File: src/rtl/unp_pkg.sv
package unp_pkg;
  localparam int LANES = 4;
  localparam int IDX_W = $clog2(LANES);
  localparam int CNT_W = $clog2(LANES + 1);

  typedef enum logic [1:0] {
    SZ_LONG = 2'b00,
    SZ_WORD = 2'b01,
    SZ_BYTE = 2'b10,
    SZ_SPARE = 2'b11
  } busSizeE;

  typedef struct packed {
    logic             loadNew;   // take a fresh long word from the queue
    logic             emitHeld;  // return a held piece
    logic [IDX_W-1:0] pieceIdx;  // sequence position of the returned piece
  } stepT;
endpackage

File: src/rtl/unp_ctrl.sv
module unp_ctrl
  import unp_pkg::*;
(
  input  logic       clk,
  input  logic       rstN,
  input  logic [1:0] cfgSizeIn,
  input  logic       cfgBigIn,
  input  logic       inValid,
  input  logic       rdEn,
  output busSizeE    cfgSize,
  output logic       cfgBig,
  output logic       inReady,
  output logic       rdEmpty,
  output stepT       step
);
  logic [CNT_W-1:0] remain;
  logic [CNT_W-1:0] piecesM1;
  logic [IDX_W-1:0] pos;
  logic             rdFire;

  always_comb begin
    case (cfgSize)
      SZ_WORD: piecesM1 = CNT_W'(1);
      SZ_BYTE: piecesM1 = CNT_W'(LANES - 1);
      default: piecesM1 = '0;
    endcase
  end

  assign rdEmpty       = (remain == '0) && !inValid;
  assign rdFire        = rdEn && !rdEmpty;
  assign step.loadNew  = rdFire && (remain == '0);
  assign step.emitHeld = rdFire && (remain != '0);
  assign step.pieceIdx = step.loadNew ? '0 : pos;
  assign inReady       = step.loadNew;

  always_ff @(posedge clk) begin
    if (!rstN) begin
      cfgSize <= busSizeE'(cfgSizeIn);
      cfgBig  <= cfgBigIn;
      remain  <= '0;
      pos     <= '0;
    end else if (step.loadNew) begin
      remain <= piecesM1;
      pos    <= IDX_W'(1);
    end else if (step.emitHeld) begin
      remain <= remain - CNT_W'(1);
      pos    <= pos + IDX_W'(1);
    end
  end


  pop_needs_valid_chk: assert property (@(posedge clk) disable iff (!rstN)
    inReady |-> inValid);


  cfg_frozen_chk: assert property (@(posedge clk) disable iff (!rstN)
    $past(rstN) |-> ($stable(cfgSize) && $stable(cfgBig)));


  held_bound_chk: assert property (@(posedge clk) disable iff (!rstN)
    remain <= piecesM1);


  empty_no_pop_chk: assert property (@(posedge clk) disable iff (!rstN)
    rdEmpty |-> !inReady);
endmodule

File: src/rtl/unp_data.sv
module unp_data
  import unp_pkg::*;
#(
  parameter int LANE_W = 9
) (
  input  logic                      clk,
  input  logic                      rstN,
  input  busSizeE                   cfgSize,
  input  logic                      cfgBig,
  input  stepT                      step,
  input  logic [LANE_W*LANES-1:0]   inData,
  output logic [LANE_W*LANES-1:0]   rdData
);
  localparam int LONG_W = LANE_W * LANES;
  localparam int HALF_W = LONG_W / 2;

  logic [LONG_W-1:0] holdReg;
  logic [LONG_W-1:0] srcWord;
  logic [LONG_W-1:0] piece;
  logic [LANE_W-1:0] lane [LANES];
  logic [HALF_W-1:0] half [2];
  logic [IDX_W-1:0]  laneSel;
  logic              halfSel;

  assign srcWord = step.loadNew ? inData : holdReg;

  for (genvar g = 0; g < LANES; g++) begin : g_lane
    assign lane[g] = srcWord[g*LANE_W +: LANE_W];
  end
  for (genvar h = 0; h < 2; h++) begin : g_half
    assign half[h] = srcWord[h*HALF_W +: HALF_W];
  end

  assign laneSel = cfgBig ? (IDX_W'(LANES - 1) - step.pieceIdx) : step.pieceIdx;
  assign halfSel = cfgBig ? ~step.pieceIdx[0] : step.pieceIdx[0];

  always_comb begin
    case (cfgSize)
      SZ_WORD: piece = LONG_W'(half[halfSel]);
      SZ_BYTE: piece = LONG_W'(lane[laneSel]);
      default: piece = srcWord;
    endcase
  end

  always_ff @(posedge clk) begin
    if (!rstN) begin
      holdReg <= '0;
      rdData  <= '0;
    end else begin
      if (step.loadNew) holdReg <= inData;
      if (step.loadNew || step.emitHeld) rdData <= piece;
    end
  end


  byte_upper_zero_chk: assert property (@(posedge clk) disable iff (!rstN)
    (cfgSize == SZ_BYTE) |-> (rdData[LONG_W-1:LANE_W] == '0));


  word_upper_zero_chk: assert property (@(posedge clk) disable iff (!rstN)
    (cfgSize == SZ_WORD) |-> (rdData[LONG_W-1:HALF_W] == '0));


  long_pass_chk: assert property (@(posedge clk) disable iff (!rstN)
    (step.loadNew && (cfgSize == SZ_LONG)) |=> (rdData == $past(inData)));


  hold_idle_chk: assert property (@(posedge clk) disable iff (!rstN)
    ($past(rstN) && !step.loadNew && !step.emitHeld) |=> $stable(rdData));
endmodule

File: src/rtl/lw_unpacker.sv
module lw_unpacker
  import unp_pkg::*;
#(
  parameter int LANE_W = 9
) (
  input  logic                    clk,
  input  logic                    rstN,
  input  logic [1:0]              cfgSizeIn,
  input  logic                    cfgBigIn,
  input  logic [LANE_W*LANES-1:0] inData,
  input  logic                    inValid,
  output logic                    inReady,
  input  logic                    rdEn,
  output logic [LANE_W*LANES-1:0] rdData,
  output logic                    rdEmpty
);
  busSizeE cfgSize;
  logic    cfgBig;
  stepT    step;

  unp_ctrl i_ctrl (
    .clk(clk), .rstN(rstN), .cfgSizeIn(cfgSizeIn), .cfgBigIn(cfgBigIn),
    .inValid(inValid), .rdEn(rdEn), .cfgSize(cfgSize), .cfgBig(cfgBig),
    .inReady(inReady), .rdEmpty(rdEmpty), .step(step)
  );

  unp_data #(.LANE_W(LANE_W)) i_data (
    .clk(clk), .rstN(rstN), .cfgSize(cfgSize), .cfgBig(cfgBig),
    .step(step), .inData(inData), .rdData(rdData)
  );
endmodule

File: config.mk
export PLATFORM = sky130hd
export DESIGN_NAME = lw_unpacker
export DESIGN_NICKNAME = d
export VERILOG_FILES = /design/src/rtl/unp_pkg.sv /design/src/rtl/unp_ctrl.sv /design/src/rtl/unp_data.sv /design/src/rtl/lw_unpacker.sv
export SDC_FILE = /design/constraint.sdc
export NUM_CORES = 1
export LEC_CHECK = 0
export ABC_AREA = 1
export BUFFER_PORTS_ARGS = -buffer_cell sky130_fd_sc_hd__clkbuf_2
export CAP_MARGIN = 25
export CORE_UTILIZATION = 30
export DETAILED_ROUTE_END_ITERATION = 12
export SLEW_MARGIN = 0
export SYNTH_ARGS = -nofsm -noshare
export SYNTH_HDL_FRONTEND = slang
export SYNTH_HIERARCHICAL = 1
export SYNTH_SLANG_ARGS = --single-unit
export TNS_END_PERCENT = 30
File: constraint.sdc
create_clock -name clk -period 2.1 [get_ports clk]
set_clock_uncertainty 0.15 [all_clocks]
set_input_delay 0.21 -clock clk [delete_from_list [all_inputs] [get_ports clk]]
set_output_delay 0.21 -clock clk [all_outputs]
set_load 0.02 [all_outputs]
==> results of run 1 <==
## flip-flops by register name (all words and copies together), names as in the netlist
| name | cells |
|---|---|
| i_ctrl/cfgSize | 2 |
| i_ctrl/cfgBig | 1 |
| i_ctrl/remain | 3 |
| i_ctrl/pos | 2 |
| i_data/rdData | 36 |
| i_data/holdReg | 36 |
## area by class of cell
type / count / area, um^2
fillers: 1265 / 6950
well taps: 168 / 210
clock buffers: 12 / 246
multi-input cells: 388 / 2060
repair buffers: 121 / 876
clock inverters: 3 / 43.8
inverters: 34 / 140
flip-flops and latches: 80 / 1630
## layer usage
metal / vias to the layer above / global-route usage (%)
met5: - / 0
met4: 0 / 6.67
met3: 29 / 4.02
met2: 141 / 29.7
met1: 1789 / 23.0
li1: 1949 / -
## timing repair
action | CTS | global route
endpoints found under the setup margin | 19 | 20
endpoints found under the hold margin | 15 | 0
buffers inserted | 3 | 0
gates cloned | 1 | 2
gates resized for setup | 16 | 39
hold buffers | 15 | 0
pin swaps | 3 | 8
## worst paths after layout
kind / from / endpoint / slack [ns] / cells past startpoint
max: i_ctrl/remain[1]$_SDFFE_PN0P_ / i_data/rdData[7]$_SDFFE_PN0P_ / -0.06 / 14
min: inData[11] / i_data/holdReg[11]$_SDFF_PN0_ / -0.002 / 3
max reg2reg: i_ctrl/remain[1]$_SDFFE_PN0P_ / i_data/rdData[7]$_SDFFE_PN0P_ / -0.06 / 14
min reg2reg: i_ctrl/remain[2]$_SDFFE_PN0P_ / i_ctrl/remain[2]$_SDFFE_PN0P_ / 0.31 / 2
## kinds of logic (layout without fill, tap and decap cells)
logic type / count (synthesis) / after routing / synth area share (%)
XOR/XNOR: 3 / 3 / 0.693
adder cells (fa/ha/maj): 5 / 5 / 1.65
flip-flops: 80 / 80 / 43.1
buffers and inverters: 62 / 170 / 8.25
AND/OR/NAND/NOR: 288 / 288 / 31.8
AO/OA/AOI/OAI: 92 / 92 / 14.6
## cells in the final DEF, fill, tap and decap left out, types with 14 or more instances in the layout
cell type / n
buf_4: 14
dfxtp_1: 75
clkbuf_2: 79
a21oi_1: 50
nand2_2: 22
dlygate4sd3_1: 15
nand2_1: 196
inv_1: 24
a32o_1: 18
nand3_1: 39
## worst reg2reg max path, cell delays in order (launching register included)
cell and delay [ns]:
dfxtp_2 0.33, inv_2 0.04, ha_4 0.16, ha_4 0.18, a21oi_4 0.17, nand2_4 0.09, nand2_2 0.07, inv_2 0.05
nand2_1 0.11, nand2_4 0.11, buf_4 0.15, nand2_1 0.10, nand2_1 0.09, a21oi_2 0.16, a21oi_2 0.07
## power by group through the flow
stage	sequential (mW)	clock [mW]	combinational (mW)
2_1_floorplan	2.13	0	1.68
3_3_place_gp	2.01	0	2.52
3_5_place_dp	2.01	0	2.57
4_1_cts	1.98	1.57	2.75
5_1_grt	2.02	1.64	3.21
6_report	1.99	1.53	2.92
## through the flow
stage,setup TNS [ns],hold WS (ns),cells
2_1_floorplan,-0.0193,0.158,530
3_3_place_gp,-1.33,0.242,770
3_5_place_dp,-1.85,0.239,770
4_1_cts,-0.145,0.000701,804
5_1_grt,-1.48,0.0143,806
6_report,-0.100,-0.00150,806
==> flow_metrics.py, run 1 <==
metrics = {
    "outcome": {
        "status": "finished, violations left",
        "violations_in_the_final_reports": "negative hold slack, negative setup slack",
    },
    "place": {
        "gp_routability_congestion": 0.839,
        "dp_hpwl_um": 8030,
        "placedInstanceArea_um2": 4460,
        "place_ws_ns": -0.218,
        "io_buffer_count": 80,
    },
    "drt": {
        "finalWirelength_um": 11500,
        "vias": 3908,
        "route.top_layer_used": "met4",
        "number_of_nets_still_failing_antenna_checks_after_routing": 0,
        "routed_via_density": 4.85,
        "drt_drc_violations_left": 0,
        "met2RoutedLength_um": 5300,
        "drt_first_iter_violations": 243,
        "post_drt_wl_per_cell_um": 14.3,
        "drtPass1Iterations": 7,
        "detailroute.wirelength.met3_um": 676,
        "wirelength_met1_um": 5260,
    },
    "sta": {
        "timing.fmax_ghz": 0.463,
        "rsz0062_at_grt": "yes",
        "finalHoldWorstSlack_ns": -0.00150,
        "fin_ws_ns": -0.0621,
        "post-route-period-util_pct": 103,
        "final_hold_fails": 1,
        "tightestPinTransition_ns": 0.456,
        "max-slew-margin-rel_pct": 69.6,
        "timing_max_transition_violations_final": 0,
        "period_needed_ns": 2.16,
        "finalSetupViolations": 4,
    },
    "critical_path": {
        "path_max_fanout": 6,
        "worstSetupPathType": "register to register",
        "crit_chain": "inv_2 -> ha_4 -> ha_4 -> a21oi_4 -> nand2_4 -> nand2_2 -> inv_2 -> nand2_1 -> nand2_4 -> buf_4 -> nand2_1 -> nand2_1 -> a21oi_2 -> a21oi_2",
        "critical-path-slowest-cell": "dfxtp_2",
        "crit_buf_inv": 3,
        "timing.critical_path.from_type": "register",
        "required_ns": 2.16,
        "cp_peak_stage_delay_ns": 0.33,
        "crit_end_element": "register",
        "critPathArrivalTime_ns": 2.23,
        "critPathTopFamily": "simple AND/OR/NAND/NOR gates",
        "critPathMostFrequentCell": "nand2_1",
    },
    "yosys": {
        "synthesis.instances": 530,
        "synth-main-ff-cell": "dfxtp_1",
        "synth_top_cells_by_area": "dfxtp_1 (41%), nand2_1 (21%), a21oi_1 (7.7%)",
        "synth.ff_latch_count": 80,
        "synth_most_common_cell": "nand2_1",
        "yosys_warnings": 6,
        "netlist.area_leader.share_pct": 40.7,
        "synth.cell_area_um2": 3790,
        "synth_area_per_cell_um2": 7.15,
        "syn-num-nets": 578,
        "synth.cells.most_frequent": "nand2_1 (211), dfxtp_1 (77), a21oi_1 (58)",
        "yosysUniqueCellTypes": 27,
        "synth-edff-count": 3,
        "async_reset_ff_share_pct": 0,
        "synth.largest_area_cell": "dfxtp_1",
        "proportion_of_synthesized_chip_area_in_sequential_cells_pct": 43.1,
    },
    "grt": {
        "global_route.overflow_total": 0,
        "grt_first_pass_wirelength_um": 18400,
        "overall_fraction_of_global_route_tracks_in_use_pct": 18.0,
        "initial_antenna_violation_count": 0,
        "grt_pass1_vias": 3777,
        "grt_start_max_net_pins": 37,
    },
    "pwr": {
        "vdd_ir_drop_max_mv": 0.565,
        "share_of_total_power_in_sequential_cells_pct": 30.8,
        "leakage_nw": 2.46,
        "netSwitchingFraction_pct": 40.4,
        "clock_power_share_pct": 23.8,
        "netSwitchingPower_mw": 2.60,
        "comb_power_share_pct": 45.4,
        "power_mw": 6.45,
        "pwr_density_cell_nw_per_um2": 1240,
        "internal-power_mw": 3.84,
    },
    "cts": {
        "clock-sinks": 80,
        "ctsHtreeMaxLevel": 3,
        "clk_pin_slew_ns": 0.06,
        "tritoncts": "built",
        "clock_latency_ns": 0.33,
        "numCtsBuffers": 9,
        "cts-root-to-sink-buffers": 2,
        "cts-root-buf": "clkbuf_16",
    },
    "final_layout": {
        "nets": 682,
        "postLayoutCellArea_um2": 5210,
        "antennaDiodeCount": 0,
        "drive_above_1_share_pct": 28.5,
        "layout.core_utilization_pct": 42.9,
        "area_growth_pct": 37.6,
    },
    "hold_path": {
        "timing.hold.worst.class": "input port to register",
    },
    "die": {
        "coreArea_um2": 12200,
        "die_width_um": 114,
        "floorplan.die_area_um2": 13100,
        "row_count": 40,
        "initial_core_util_pct": 31.2,
        "top_level_ports": 81,
        "die-height_um": 114,
    },
    "job": {
        "count_of_max_cap_constraint_violations": 0,
    },
}
(Power assumes the default switching activity.)
==> run 2, diff against run 1 <==
--- a/config.mk
+++ b/config.mk
@@ -10,6 +10,7 @@
 export CAP_MARGIN = 25
 export CORE_UTILIZATION = 30
 export DETAILED_ROUTE_END_ITERATION = 12
+export REMOVE_ABC_BUFFERS = 1
 export SLEW_MARGIN = 0
 export SYNTH_ARGS = -nofsm -noshare
 export SYNTH_HDL_FRONTEND = slang
==> run 2 against run 1 <==
Against the previous run: the run ends with negative setup slack left; design area up 7.4%; non-clock buffer count grew 24; total power is 9.6% higher; global-route usage increased by 0.086 points; clock power is 16% higher; register-to-register slack gained 0.05 ns; first-iteration DRC count down 5.8%; combinational power grew 13%; final cell count grew 3.1%; critical path type is now register to output pin.
==> flow_metrics.py, run 2 (synthesis gave the netlist of run 1 again) <==
metrics = {
    "outcome": {
        "status": "finished, violations left",
        "violations_in_the_final_reports": "negative setup slack",
    },
    "place": {
        "cell_count_after_placement": 782,
        "gp_routability_congestion": 0.829,
        "placedInstanceArea_um2": 4550,
        "io_buffer_count": 80,
        "dp_hpwl_um": 7790,
    },
    "drt": {
        "drtPass1Iterations": 5,
        "vias": 4016,
        "post_drt_wl_per_cell_um": 14.6,
        "drt_drc_violations_left": 0,
        "wirelength_met1_um": 5420,
        "route.top_layer_used": "met4",
        "finalWirelength_um": 12100,
        "number_of_nets_still_failing_antenna_checks_after_routing": 0,
        "detailroute.wirelength.met3_um": 620,
        "met2RoutedLength_um": 5860,
        "routed_via_density": 4.83,
        "drt_first_iter_violations": 229,
    },
    "critical_path": {
        "crit_end_element": "output pin",
        "timing.critical_path.from_type": "register",
        "worstSetupPathType": "register to output pin",
        "critPathArrivalTime_ns": 1.77,
        "required_ns": 1.74,
        "path_max_fanout": 6,
    },
    "pwr": {
        "vdd_ir_drop_max_mv": 0.412,
        "leakage_nw": 2.63,
        "power_mw": 7.07,
        "share_of_total_power_in_sequential_cells_pct": 28.1,
        "comb_power_share_pct": 46.7,
        "netSwitchingPower_mw": 2.77,
        "clock_power_share_pct": 25.2,
        "netSwitchingFraction_pct": 39.2,
        "internal-power_mw": 4.30,
        "pwr_density_cell_nw_per_um2": 1260,
    },
    "grt": {
        "grt_start_max_net_pins": 40,
        "grt_pass1_vias": 3669,
        "overall_fraction_of_global_route_tracks_in_use_pct": 18.1,
        "grt_first_pass_wirelength_um": 18300,
        "initial_antenna_violation_count": 0,
        "global_route.overflow_total": 0,
    },
    "sta": {
        "finalSetupViolations": 3,
        "timing_max_transition_violations_final": 0,
        "timing.fmax_ghz": 0.470,
        "post-route-period-util_pct": 101,
        "max-slew-margin-rel_pct": 58.9,
        "rsz0062_at_grt": "yes",
        "fin_ws_ns": -0.0292,
        "final_hold_fails": 0,
        "tightestPinTransition_ns": 0.615,
        "period_needed_ns": 2.13,
    },
    "final_layout": {
        "multi_input_comb_area_um2": 2120,
        "layout.cells.most_common_list": "nand2_1 (177), clkbuf_2 (79), dfxtp_1 (75)",
        "drive_above_1_share_pct": 34.5,
        "antennaDiodeCount": 0,
        "mostFrequentLayoutCell": "nand2_1",
        "ff_latch_area_um2": 1630,
        "layoutNonFillerInstCount": 831,
        "area_growth_pct": 47.7,
        "layout.filler_cells": 1214,
        "nets": 706,
        "postLayoutCellArea_um2": 5600,
        "biggestRegsByFlops": "i_data/holdReg: 36 flops, i_data/rdData: 36 flops, i_ctrl/remain: 3 flops",
    },
    "cts": {
        "cts-root-to-sink-buffers": 2,
        "cts-root-buf": "clkbuf_16",
        "ctsHtreeMaxLevel": 3,
        "clock-sinks": 80,
        "clk_pin_slew_ns": 0.06,
        "clock_latency_ns": 0.34,
        "numCtsBuffers": 9,
        "tritoncts": "built",
    },
    "die": {
        "die_width_um": 114,
        "coreArea_um2": 12200,
        "die-height_um": 114,
        "initial_core_util_pct": 31.2,
        "row_count": 40,
        "top_level_ports": 81,
        "floorplan.die_area_um2": 13100,
    },
    "hold_path": {
        "timing.hold.worst.class": "input port to register",
    },
    "job": {
        "count_of_max_cap_constraint_violations": 0,
    },
}
run 2: changes by cell type in the layout (fill, tap and decap cells not counted), moves of 5 or more:
cell	change
dlygate4sd3_1	+5
nand2_1	-19
buf_4	+14
nand2_2	+17
run 2: per-layer routing:
metal / track usage, % / vias to the layer above
met5: 0 / -
met4: 5.97 / 0
met3: 3.39 / 12
met2: 30.1 / 120
met1: 23.6 / 1884
li1: - / 2000
run 2: worst paths after layout:
| path | slack (ns) | cells past startpoint | startpoint | to |
|---|---|---|---|---|
| setup / recovery | -0.03 | 9 | i_ctrl/remain[1]$_SDFFE_PN0P_ | inReady |
| hold / removal | 0.005 | 3 | inData[13] | i_data/holdReg[13]$_SDFF_PN0_ |
| setup reg to reg | -0.01 | 15 | i_ctrl/remain[1]$_SDFFE_PN0P_ | i_data/rdData[8]$_SDFFE_PN0P_ |
| hold reg to reg | 0.31 | 2 | i_data/holdReg[16]$_SDFF_PN0_ | i_data/holdReg[16]$_SDFF_PN0_ |
run 2: critical path: stages (launching register included):
cell and delay [ns]:
dfxtp_2 0.33, inv_2 0.05, ha_4 0.16, ha_4 0.17
a21oi_4 0.16, nand2_2 0.09, inv_2 0.09, buf_12 0.14
buf_12 0.13, buf_8 0.11
run 2: what timing repair did:
item                                    in CTS  in global routing
cloned                                       0                  5
hold buffers                                20                  0
resized for setup                           17                 83
endpoints found under the hold margin       20                  0
endpoints found under the setup margin      38                 24
buffers inserted                             5                  3
pin swaps                                    4                 25
run 2: final cells by class:
class | instances | area share (%)
multi-input combinational | 388 | 37.9
tap | 168 | 3.75
timing repair buffer | 145 | 20.6
clock inverter | 7 | 1.97
sequential | 80 | 29.2
inverter | 34 | 2.57
clock buffer | 9 | 4.02
run 2: power groups by stage:
stage / Combinational (mW) / Sequential, mW / Clock (mW)
finish: 3.30 / 1.99 / 1.78
global route: 3.59 / 2.01 / 1.87
CTS: 2.83 / 1.98 / 1.80
detailed placement: 2.63 / 2.00 / 0
global placement: 2.57 / 2.00 / 0
floorplan: 1.40 / 2.13 / 0
run 2: stage by stage:
step / hold slack (ns) / util (%) / worst slack [ns] / TNS (ns)
final: 0.00453 / 46.0 / -0.0292 / -0.0391
after global routing: 0.00219 / 46.0 / -0.110 / -1.73
after CTS: 0.000235 / 42.6 / -0.00155 / -0.00155
after detailed placement: 0.239 / 37.4 / -0.177 / -3.18
after global placement: 0.241 / 37.4 / -0.0947 / -1.17
after floorplan: 0.158 / - / -1.25 / -58.44
==> run 3, diff against run 2 <==
==> constraint.sdc (replaced) <==
create_clock -name clk -period 2.1 [get_ports clk]
set_clock_uncertainty 0.15 [all_clocks]
set_input_delay 0.105 -clock clk [delete_from_list [all_inputs] [get_ports clk]]
set_output_delay 0.105 -clock clk [all_outputs]
set_load 0.02 [all_outputs]
==> run 3 against run 2 <==
Against the previous run: the flow still finishes with violations (negative setup slack); sequential power about the same; die area did not move; global-route usage is 0.82 points higher; final cell count grew 2.4%; non-clock buffer count grew 20; wire length is 0.98% lower; count of clock-buffer cells in the layout up 3; design area down 0.40%; sequential share of layout area is 0.095 points higher; sequential cell count stayed put; via count increased by 0.57%; hold slack gained 0.0093 ns; critical path type unchanged; highest routed layer unchanged.
==> flow_metrics.py, run 3 (synthesis gave the netlist of run 1 again) <==
metrics = {
    "outcome": {
        "status": "finished, violations left",
        "violations_in_the_final_reports": "negative setup slack",
    },
    "cts": {
        "numCtsBuffers": 9,
        "cts-root-to-sink-buffers": 2,
        "cts-root-buf": "clkbuf_16",
        "tritoncts": "built",
        "clk_pin_slew_ns": 0.05,
        "clock-sinks": 80,
        "ctsHtreeMaxLevel": 3,
        "clock_latency_ns": 0.34,
    },
    "drt": {
        "post_drt_wl_per_cell_um": 14.1,
        "finalWirelength_um": 12000,
        "routed_via_density": 4.75,
        "drtPass1Iterations": 4,
        "number_of_nets_still_failing_antenna_checks_after_routing": 0,
        "vias": 4039,
        "drt_drc_violations_left": 0,
        "drt_first_iter_violations": 270,
    },
    "critical_path": {
        "worstReg2RegStart": "i_ctrl/cfgSize[1]$_DFFE_PN_",
        "reg2reg_slack_ns": -0.02,
        "crit_end_element": "output pin",
        "cp_peak_stage_delay_ns": 0.32,
        "worstSetupPathType": "register to output pin",
        "reg2reg_depth": 6,
        "crit_chain": "inv_2 -> ha_4 -> ha_4 -> a21oi_4 -> nand2_2 -> inv_2 -> buf_12 -> buf_12 -> buf_4 -> clkbuf_8",
        "required_ns": 1.85,
        "worst_r2r_endpoint": "i_data/rdData[8]$_SDFFE_PN0P_",
        "path_max_fanout": 7,
        "timing.critical_path.from_type": "register",
        "critPathArrivalTime_ns": 1.87,
        "critical-path-slowest-cell": "dfxtp_1",
    },
    "sta": {
        "tightestPinTransition_ns": 0.388,
        "rsz0062_at_grt": "yes",
        "timing_max_transition_violations_final": 0,
        "final_hold_fails": 0,
        "post-route-period-util_pct": 101,
        "max-slew-margin-rel_pct": 74.0,
        "period_needed_ns": 2.12,
        "finalSetupViolations": 5,
        "timing.fmax_ghz": 0.471,
        "fin_ws_ns": -0.0234,
        "sum_neg_setup_slack_ns": -0.0589,
    },
    "die": {
        "coreArea_um2": 12200,
        "die_width_um": 114,
        "top_level_ports": 81,
        "floorplan.die_area_um2": 13100,
        "row_count": 40,
        "initial_core_util_pct": 31.2,
        "die-height_um": 114,
    },
    "place": {
        "place_ws_ns": -0.171,
        "dp_hpwl_um": 8020,
        "cell_count_after_placement": 782,
        "io_buffer_count": 80,
        "gp_routability_congestion": 0.821,
    },
    "grt": {
        "initial_antenna_violation_count": 0,
        "grt_first_pass_wirelength_um": 19200,
        "global_route.overflow_total": 0,
        "grt_pass1_vias": 3890,
        "overall_fraction_of_global_route_tracks_in_use_pct": 18.9,
        "grt_start_max_net_pins": 37,
    },
    "hold_path": {
        "timing.hold.worst.class": "input port to register",
        "worst_hold_path.endpoint": "i_ctrl/remain[1]$_SDFFE_PN0P_",
        "worstHoldStart": "inValid",
        "min_delay_path_depth": 5,
    },
    "final_layout": {
        "layoutNonFillerInstCount": 851,
        "drive_above_1_share_pct": 25.8,
        "antennaDiodeCount": 0,
        "mostFrequentLayoutCell": "nand2_1",
        "biggestRegsByFlops": "i_data/holdReg: 36 flops, i_data/rdData: 36 flops, i_ctrl/remain: 3 flops",
        "nets": 726,
        "area_growth_pct": 47.1,
        "layout.core_utilization_pct": 45.9,
        "layout.cells.most_common_list": "nand2_1 (205), clkbuf_2 (79), dfxtp_1 (76)",
    },
    "pwr": {
        "leakage_nw": 2.65,
        "pwr_density_cell_nw_per_um2": 1220,
        "vdd_ir_drop_max_mv": 0.561,
    },
    "job": {
        "count_of_max_cap_constraint_violations": 0,
    },
}
==> run 3: changes by cell type in the layout (fill, tap and decap cells not counted), moves of 8 or more <==
cell | previous run | this run
a21oi_2 | 11 | 3
nand3_2 | 9 | 0
a21oi_1 | 46 | 54
dlygate4sd3_1 | 20 | 40
nand3_1 | 36 | 45
nand2_1 | 177 | 205
nand2_2 | 39 | 16
==> run 3: where the power goes <==
part | internal [mW] | leakage, nW | total [mW] | switching, mW
clock | 1.11 | 0.154 | 1.73 | 0.621
combinational | 1.27 | 1.84 | 3.11 | 1.84
sequential | 1.83 | 0.657 | 1.98 | 0.153
total | 4.21 | 2.65 | 6.83 | 2.62
==> run 3: stage by stage <==
stage	hold slack, ns	power [mW]	instance area, um^2
CTS	0.00102	6.68	5450
floorplan	0.0526	3.53	3610
global placement	0.138	4.55	4550
finish	0.0139	6.83	5580
global route	0.0539	7.27	5580
detailed placement	0.134	4.62	4550
==> run 3: cell type report <==
class                           count  area [um^2]
Sequential cell                    80         1630
Fill cell                        1231         6590
Timing Repair Buffer              165         1340
Multi-Input combinational cell    388         1930
Clock inverter                      4         75.1
Clock buffer                       12          258
Tap cell                          168          210
Inverter                           34          140
==> run 3: repair_timing <==
item / in CTS / in global routing
pin swaps: 8 / 5
hold buffers: 40 / 0
hold endpoints to repair: 41 / 0
endpoints found under the setup margin: 38 / 28
setup buffers: 4 / 5
gates resized for setup: 23 / 12
gates cloned: 2 / 2
==> run 3: worst max-delay path by stage <==
stage,slack (ns),end,start,cells past startpoint
finish,-0.02,inReady,i_ctrl/remain[0]$_SDFFE_PN0P_,10
global route,-0.14,i_data/rdData[8]$_SDFFE_PN0P_,i_ctrl/cfgSize[1]$_DFFE_PN_,6
global placement,-0.11,i_data/rdData[20]$_SDFFE_PN0P_,i_ctrl/remain[0]$_SDFFE_PN0P_,12
CTS,0.0005,i_data/rdData[7]$_SDFFE_PN0P_,i_ctrl/remain[0]$_SDFFE_PN0P_,15
detailed placement,-0.17,i_data/rdData[7]$_SDFFE_PN0P_,i_ctrl/remain[0]$_SDFFE_PN0P_,14
floorplan,-1.25,i_data/rdData[17]$_SDFFE_PN0P_,i_ctrl/remain[0]$_SDFFE_PN0P_,10
==> run 3: worst max-delay path, delay by kind of cell, from the launching register on <==
kind | cells | cell delay [ns]
AND/OR/NAND/NOR | 1 | 0.09
flip-flops | 1 | 0.32
buffers and inverters | 6 | 0.66
adder cells (fa/ha/maj) | 2 | 0.33
AO/OA/AOI/OAI | 1 | 0.13
==> run 3: layer usage <==
metal	up-vias	global-route usage [%]	wire (um)
met3	22	2.65	581
met1	1844	24.5	5560
met4	0	8.92	293
met2	122	31.1	5550
li1	2051	-	-
met5	-	0	0
